===== src/rtl/hva_pkg.sv =====
// Shared types for the segment hole allocator.
// Assumes nothing beyond a 2-bit policy select at the block edge.
package hva_pkg;
    typedef enum logic [1:0] {
        POL_FIRST = 2'd0,
        POL_NEXT  = 2'd1,
        POL_BEST  = 2'd2,
        POL_WORST = 2'd3
    } fit_pol_e;

    typedef enum logic [1:0] {
        ST_IDLE  = 2'd0,
        ST_SCAN  = 2'd1,
        ST_APPLY = 2'd2
    } alloc_st_e;
endpackage


===== src/rtl/hva_fit_judge.sv =====
// Decides whether the hole now under the scan should replace the candidate
// held so far. The scan visits holes in policy order, so a strict
// comparison keeps the earliest-visited hole on ties.
module hva_fit_judge
    import hva_pkg::*;
#(
    parameter int SZ_W = 8
) (
    input  fit_pol_e          policy,
    input  logic [SZ_W-1:0]   req,
    input  logic [SZ_W-1:0]   cand,
    input  logic              have,
    input  logic [SZ_W-1:0]   kept,
    output logic              take
);
    logic fits;

    // Pick a new candidate according to the placement policy.
    always_comb begin
        fits = (cand >= req);
        unique case (policy)
            POL_BEST:  take = fits && (!have || cand < kept);
            POL_WORST: take = fits && (!have || cand > kept);
            default:   take = fits && !have;
        endcase
    end
endmodule


===== src/rtl/hva_hole_list.sv =====
// Ordered storage of free holes (size, base) with tail append, in-place
// shrink and ordered deletion. Assumes the caller never commits an index
// at or beyond the current count, and commits at most one change per cycle.
module hva_hole_list #(
    parameter int N      = 8,
    parameter int SZ_W   = 8,
    parameter int BASE_W = 10,
    localparam int IDX_W = (N > 1) ? $clog2(N) : 1,
    localparam int CNT_W = $clog2(N + 1)
) (
    input  logic              clk,
    input  logic              rst_n,
    input  logic              clr,
    input  logic              push,
    input  logic [SZ_W-1:0]   push_size,
    input  logic [BASE_W-1:0] push_base,
    input  logic [IDX_W-1:0]  rd_idx,
    output logic [SZ_W-1:0]   rd_size,
    output logic [BASE_W-1:0] rd_base,
    output logic [CNT_W-1:0]  cnt,
    input  logic              cmt,
    input  logic [IDX_W-1:0]  cmt_idx,
    input  logic [SZ_W-1:0]   cmt_amt
);
    logic [SZ_W-1:0]   size_q [N];
    logic [BASE_W-1:0] base_q [N];
    logic [SZ_W-1:0]   sel_size;
    logic              exact;

    // Read ports for the scan and for the hole being committed.
    always_comb begin
        rd_size  = size_q[rd_idx];
        rd_base  = base_q[rd_idx];
        sel_size = size_q[cmt_idx];
        exact    = (sel_size == cmt_amt);
    end

    // Maintain the list: clear, append, shrink, or delete with close-up.
    always_ff @(posedge clk) begin
        if (!rst_n) begin
            cnt <= '0;
            for (int i = 0; i < N; i++) begin
                size_q[i] <= '0;
                base_q[i] <= '0;
            end
        end else if (clr) begin
            cnt <= '0;
        end else if (push) begin
            if (cnt < CNT_W'(N)) begin
                size_q[cnt[IDX_W-1:0]] <= push_size;
                base_q[cnt[IDX_W-1:0]] <= push_base;
                cnt <= cnt + 1'b1;
            end
        end else if (cmt) begin
            if (exact) begin
                for (int i = 0; i < N - 1; i++) begin
                    if (i >= int'(cmt_idx)) begin
                        size_q[i] <= size_q[i+1];
                        base_q[i] <= base_q[i+1];
                    end
                end
                cnt <= cnt - 1'b1;
            end else begin
                size_q[cmt_idx] <= sel_size - cmt_amt;
                base_q[cmt_idx] <= base_q[cmt_idx] + BASE_W'(cmt_amt);
            end
        end
    end

    assert_cnt_bound_R1: assert property (@(posedge clk) disable iff (!rst_n)
        cnt <= CNT_W'(N));

    assert_remove_drops_one_R7: assert property (@(posedge clk) disable iff (!rst_n)
        (cmt && !clr && !push && exact) |=> (cnt == $past(cnt) - 1'b1));

    assert_shrink_amount_R6: assert property (@(posedge clk) disable iff (!rst_n)
        (cmt && !clr && !push && !exact) |=>
            (size_q[$past(cmt_idx)] == $past(sel_size) - $past(cmt_amt)));
endmodule


===== src/rtl/seg_hole_alloc.sv =====
// Segment placement engine: scans the hole list one entry per cycle under
// the selected policy, then shrinks or deletes the chosen hole. Assumes the
// preload port is used only while idle (it is ignored otherwise).
module seg_hole_alloc
    import hva_pkg::*;
#(
    parameter int N_HOLES = 8,
    parameter int SZ_W    = 8,
    parameter int BASE_W  = 10,
    localparam int IDX_W  = (N_HOLES > 1) ? $clog2(N_HOLES) : 1,
    localparam int CNT_W  = $clog2(N_HOLES + 1)
) (
    input  logic              clk,
    input  logic              rst_n,
    input  logic              pl_clear,
    input  logic              pl_push,
    input  logic [SZ_W-1:0]   pl_size,
    input  logic [BASE_W-1:0] pl_base,
    input  logic              req_start,
    input  logic [SZ_W-1:0]   req_size,
    input  logic [1:0]        req_policy,
    output logic              busy,
    output logic              done,
    output logic              grant,
    output logic              fail,
    output logic [IDX_W-1:0]  grant_idx,
    output logic [BASE_W-1:0] grant_base
);
    alloc_st_e         st;
    fit_pol_e          pol_r;
    logic [SZ_W-1:0]   req_r;
    logic [IDX_W-1:0]  pos, ptr, best_idx;
    logic [CNT_W-1:0]  steps, cnt;
    logic              found, take, cmt;
    logic [SZ_W-1:0]   best_size, rd_size;
    logic [BASE_W-1:0] best_base, rd_base;
    logic              idle;

    // Gate the preload port and the commit strobe by the engine state.
    always_comb begin
        idle = (st == ST_IDLE);
        busy = !idle;
        cmt  = (st == ST_APPLY) && found;
    end

    hva_hole_list #(.N(N_HOLES), .SZ_W(SZ_W), .BASE_W(BASE_W)) u_list (
        .clk(clk), .rst_n(rst_n),
        .clr(pl_clear && idle), .push(pl_push && idle),
        .push_size(pl_size), .push_base(pl_base),
        .rd_idx(pos), .rd_size(rd_size), .rd_base(rd_base), .cnt(cnt),
        .cmt(cmt), .cmt_idx(best_idx), .cmt_amt(req_r)
    );

    hva_fit_judge #(.SZ_W(SZ_W)) u_judge (
        .policy(pol_r), .req(req_r), .cand(rd_size),
        .have(found), .kept(best_size), .take(take)
    );

    // Sequence a request: accept, scan each hole once, then commit and report.
    always_ff @(posedge clk) begin
        if (!rst_n) begin
            st <= ST_IDLE;
            pol_r <= POL_FIRST;
            req_r <= '0;
            pos <= '0;
            ptr <= '0;
            steps <= '0;
            found <= 1'b0;
            best_idx <= '0;
            best_size <= '0;
            best_base <= '0;
            done <= 1'b0;
            grant <= 1'b0;
            fail <= 1'b0;
            grant_idx <= '0;
            grant_base <= '0;
        end else begin
            done <= 1'b0;
            grant <= 1'b0;
            fail <= 1'b0;
            unique case (st)
                ST_IDLE: begin
                    if (pl_clear) ptr <= '0;
                    if (req_start) begin
                        pol_r <= fit_pol_e'(req_policy);
                        req_r <= req_size;
                        found <= 1'b0;
                        steps <= '0;
                        pos <= (fit_pol_e'(req_policy) == POL_NEXT) ? ptr : '0;
                        st <= (req_size == '0 || cnt == '0) ? ST_APPLY : ST_SCAN;
                    end
                end
                ST_SCAN: begin
                    if (take) begin
                        found <= 1'b1;
                        best_idx <= pos;
                        best_size <= rd_size;
                        best_base <= rd_base;
                    end
                    pos <= (CNT_W'(pos) == cnt - 1'b1) ? '0 : pos + 1'b1;
                    steps <= steps + 1'b1;
                    if (steps == cnt - 1'b1) st <= ST_APPLY;
                end
                default: begin
                    done <= 1'b1;
                    grant <= found;
                    fail <= !found;
                    if (found) begin
                        grant_idx <= best_idx;
                        grant_base <= best_base;
                        if (best_size == req_r && CNT_W'(best_idx) == cnt - 1'b1)
                            ptr <= '0;
                        else
                            ptr <= best_idx;
                    end
                    st <= ST_IDLE;
                end
            endcase
        end
    end

    assert_done_one_outcome_R9: assert property (@(posedge clk) disable iff (!rst_n)
        done |-> (grant ^ fail));

    assert_ptr_in_range_R3: assert property (@(posedge clk) disable iff (!rst_n)
        (CNT_W'(ptr) < cnt) || (ptr == '0));

    assert_fail_keeps_list_R8: assert property (@(posedge clk) disable iff (!rst_n)
        (st == ST_APPLY && !found) |=> $stable(cnt));

    assert_idx_below_count_R2: assert property (@(posedge clk) disable iff (!rst_n)
        (done && grant) |-> (CNT_W'(grant_idx) < $past(cnt)));
endmodule


===== config.mk =====
export PLATFORM = sky130hd
export DESIGN_NAME = seg_hole_alloc
export DESIGN_NICKNAME = d
export VERILOG_FILES = /design/src/rtl/hva_pkg.sv /design/src/rtl/hva_fit_judge.sv /design/src/rtl/hva_hole_list.sv /design/src/rtl/seg_hole_alloc.sv
export SDC_FILE = /design/constraint.sdc
export NUM_CORES = 1
export LEC_CHECK = 0
export CAP_MARGIN = 0
export CELL_PAD_IN_SITES_DETAIL_PLACEMENT = 1
export CELL_PAD_IN_SITES_GLOBAL_PLACEMENT = 1
export CORE_ASPECT_RATIO = 0.8
export CORE_MARGIN = 4
export CORE_UTILIZATION = 30
export DETAILED_ROUTE_END_ITERATION = 12
export DONT_BUFFER_PORTS = 1
export GPL_ROUTABILITY_DRIVEN = 0
export GPL_TIMING_DRIVEN = 0
export PLACE_DENSITY_LB_ADDON = 0.12
export SLEW_MARGIN = 0
export SYNTH_ARGS = -nofsm -noshare
export SYNTH_HDL_FRONTEND = slang
export SYNTH_SLANG_ARGS = --single-unit

===== constraint.sdc =====
create_clock -name clk -period 5.4 [get_ports clk]
set_clock_uncertainty 0.15 [all_clocks]
set_input_delay 0.54 -clock clk [delete_from_list [all_inputs] [get_ports clk]]
set_output_delay 0.54 -clock clk [all_outputs]
set_load 0.05 [all_outputs]

==> run metrics <==
Fin. Hold Viols=0; clk_lat worst skew=0.55 ns; Ports=50; MaxCap Viol Count=0; Critical Path, Cell by Cell=buf_6, clkbuf_1, mux4_2, mux2_2, ha_1, nand3_1, nor3_1, mux2_2, nand2_1, nor3_1, nand2_1, o21ai_1; number of global-route vias before repair=10494; fin crit period=5.16 ns; Placed Cells=1726; design area=0.0142 mm²; largest net degree at the start of global routing=19; Worst Path Required=5.64 ns; Syn Area/Cell=10.5 µm²; Area contributors post-synth=edfxtp_1 30%, dfxtp_1 14%, mux4_2 13%; Worst Setup End Kind=flip-flop; Pwr Total=4.73 mW; post-synthesis register bit count=214; post-synth top area cell=edfxtp_1; CTS max path bufs=3; proportion of layout cells with a drive suffix above 1=18.3%; htree depth=1; worst reg2reg setup slack=0.24 ns; crit path DAT=5.41 ns; detailed-router iteration count before antenna repair=5; status=completed; Main synth FF type=edfxtp_1; Die ar.=0.0447 mm²; sequential share of the synthesized area=44.7%; post-synth top area share=30.5%; total gr overflow=0; diodes inserted=0; critical-path maximum fanout=10; most frequent cells in the layout=185 x nand2_1, 126 x edfxtp_1, 96 x o21ai_1; slowest cell on the critical path=nor3_1; fin util=34.9%; Avg WL per Cell=29.0 µm; worst hold path type=in2reg; Die H=190 µm; fmax=194 MHz; Final Max Slew Viols=0; initial DRC count=1008; dpl ws=-2.44 ns; Worst-Margin Slew=1.43 ns; global-route wire length before repair=74900 µm; Placement Rows=66; final hold slack=0.0342 ns; clock-pin slew on the worst setup and hold paths=0.06 ns; Syn Nets=1248; routed wire length=51800 µm; CP Launch Type=flip-flop; Die X=235 µm; ys async rst share=0%; Area Overhead vs Synth=14.7%; Worst Slack Setup Final=0.239 ns; initial antenna violation count=1; Slew Limit Headroom=4.08%; Hold Path Depth=2; vias per cell=5.71; Initial Utilization=30.4%; DR vias=10209; cell area after synthesis=0.0124 mm²; RSZ-0062 raised after global routing=false; CORE AREA=0.0408 mm²; peak supply drop=0.172 mV; setup TNS=0 ns; CTS tree=done; EDFF count, synth=126; cell depth of the worst flop-to-flop path=12; TritonCTS Sinks=214; final setup vio count=0; cells after synthesis=1178; commonest non-fill, non-tap cell in the layout=nand2_1; Syn. warnings=0; Num CTS Buffers=25; Layout Nets=1295; DRC viols=0; Post-Layout Cell Count=1787; DP HPWL=38200 µm; Synth cell types=70; Crit Path Class=reg2reg; period utilisation layout=95.6%; Area after DPL=0.0132 mm²; CP max stage delay=1.14 ns; pwr dens=333 mW/mm²; Clock Tree Root=clkbuf_16; Leak=4.79 nW; port buffer count=0; post-route ant nets=0; Tot GR Track Use=22.7%
registers in the layout, summed over array words and instances, names as in the netlist, 4 cells and up, named ones only:
register / flops
best_base: 10
u_list.cnt: 4
steps: 4
best_size: 8
req_r: 8
u_list.base_q: 80
u_list.size_q: 64
grant_base: 10
layer usage:
metal  GRT usage (%)  part of all wire, %  vias up
met5               0                0.025        -
met4            6.16                  2.8        2
met3            5.01                  6.3       71
met2            32.9                   42      283
met1            34.3                   49     5332
li1                -                    -     4521
cells in the mapped netlist, types with 9 or more instances:
library cell	n
nor2_1	45
o21ai_0	50
edfxtp_1	126
xor2_1	9
buf_2	13
mux4_2	72
a21oi_1	86
o21ai_1	96
ha_1	35
nand2_1	185
inv_1	25
nand4_1	18
nor3_1	24
nand3_1	35
dfxtp_1	88
clkbuf_1	49
mux2_2	33
mux2i_1	17
buf_1	12
xnor2_1	21
a21oi_2	9
cell type report:
| class | instances | area, µm² |
|---|---|---|
| plain buffers | 78 | 378 |
| clock buffers | 34 | 722 |
| clock inverters | 11 | 56.3 |
| fillers | 4558 | 26600 |
| inverters | 27 | 101 |
| multi-input cells | 856 | 6490 |
| flip-flops and latches | 214 | 5550 |
| well taps | 544 | 681 |
| repair buffers | 23 | 263 |
critical path, delay by kind of cell (launching register included):
| family | cells | cell delay [ns] |
|---|---|---|
| DFF | 1 | 0.33 |
| adders and majority gates | 1 | 0.35 |
| and+or+nand+nor | 5 | 2.07 |
| buffers and inverters | 2 | 0.95 |
| muxes | 3 | 1.00 |
| AOI/OAI and AO/OA | 1 | 0.12 |
power by group:
group | leakage (nW) | internal, mW | switching, mW
sequential | 2.02 | 1.82 | 0.111
combinational | 2.39 | 0.435 | 0.692
clock | 0.381 | 0.935 | 0.745
total | 4.79 | 3.19 | 1.55
timing repair:
item,CTS,global route
pin swaps,1,2
endpoints found under the setup margin,267,221
buffers inserted,11,3
hold buffers,5,0
resized for setup,29,18
hold endpoints to repair,5,0
final timing paths:
check / startpoint / end
worst max-delay path: flip-flop / u_list.size_q[4][5]
worst min-delay path: req_size[3] / req_r[3]
worst max register to register: flip-flop / u_list.size_q[4][5]
worst min register to register: best_base[6] / grant_base[6]
kinds of logic (layout without fill, tap and decap cells):
| group | count (synthesis) | after routing | synth area share [%] |
|---|---|---|---|
| adders and majority gates | 37 | 37 | 3.85 |
| and+or+nand+nor | 348 | 348 | 12.5 |
| xor gates and xnor gates | 31 | 31 | 2.34 |
| muxes | 128 | 128 | 18.2 |
| buffers and inverters | 108 | 173 | 3.73 |
| DFF | 214 | 214 | 44.7 |
| AOI/OAI and AO/OA | 312 | 312 | 14.7 |
Power figures use the tool's default switching activity.
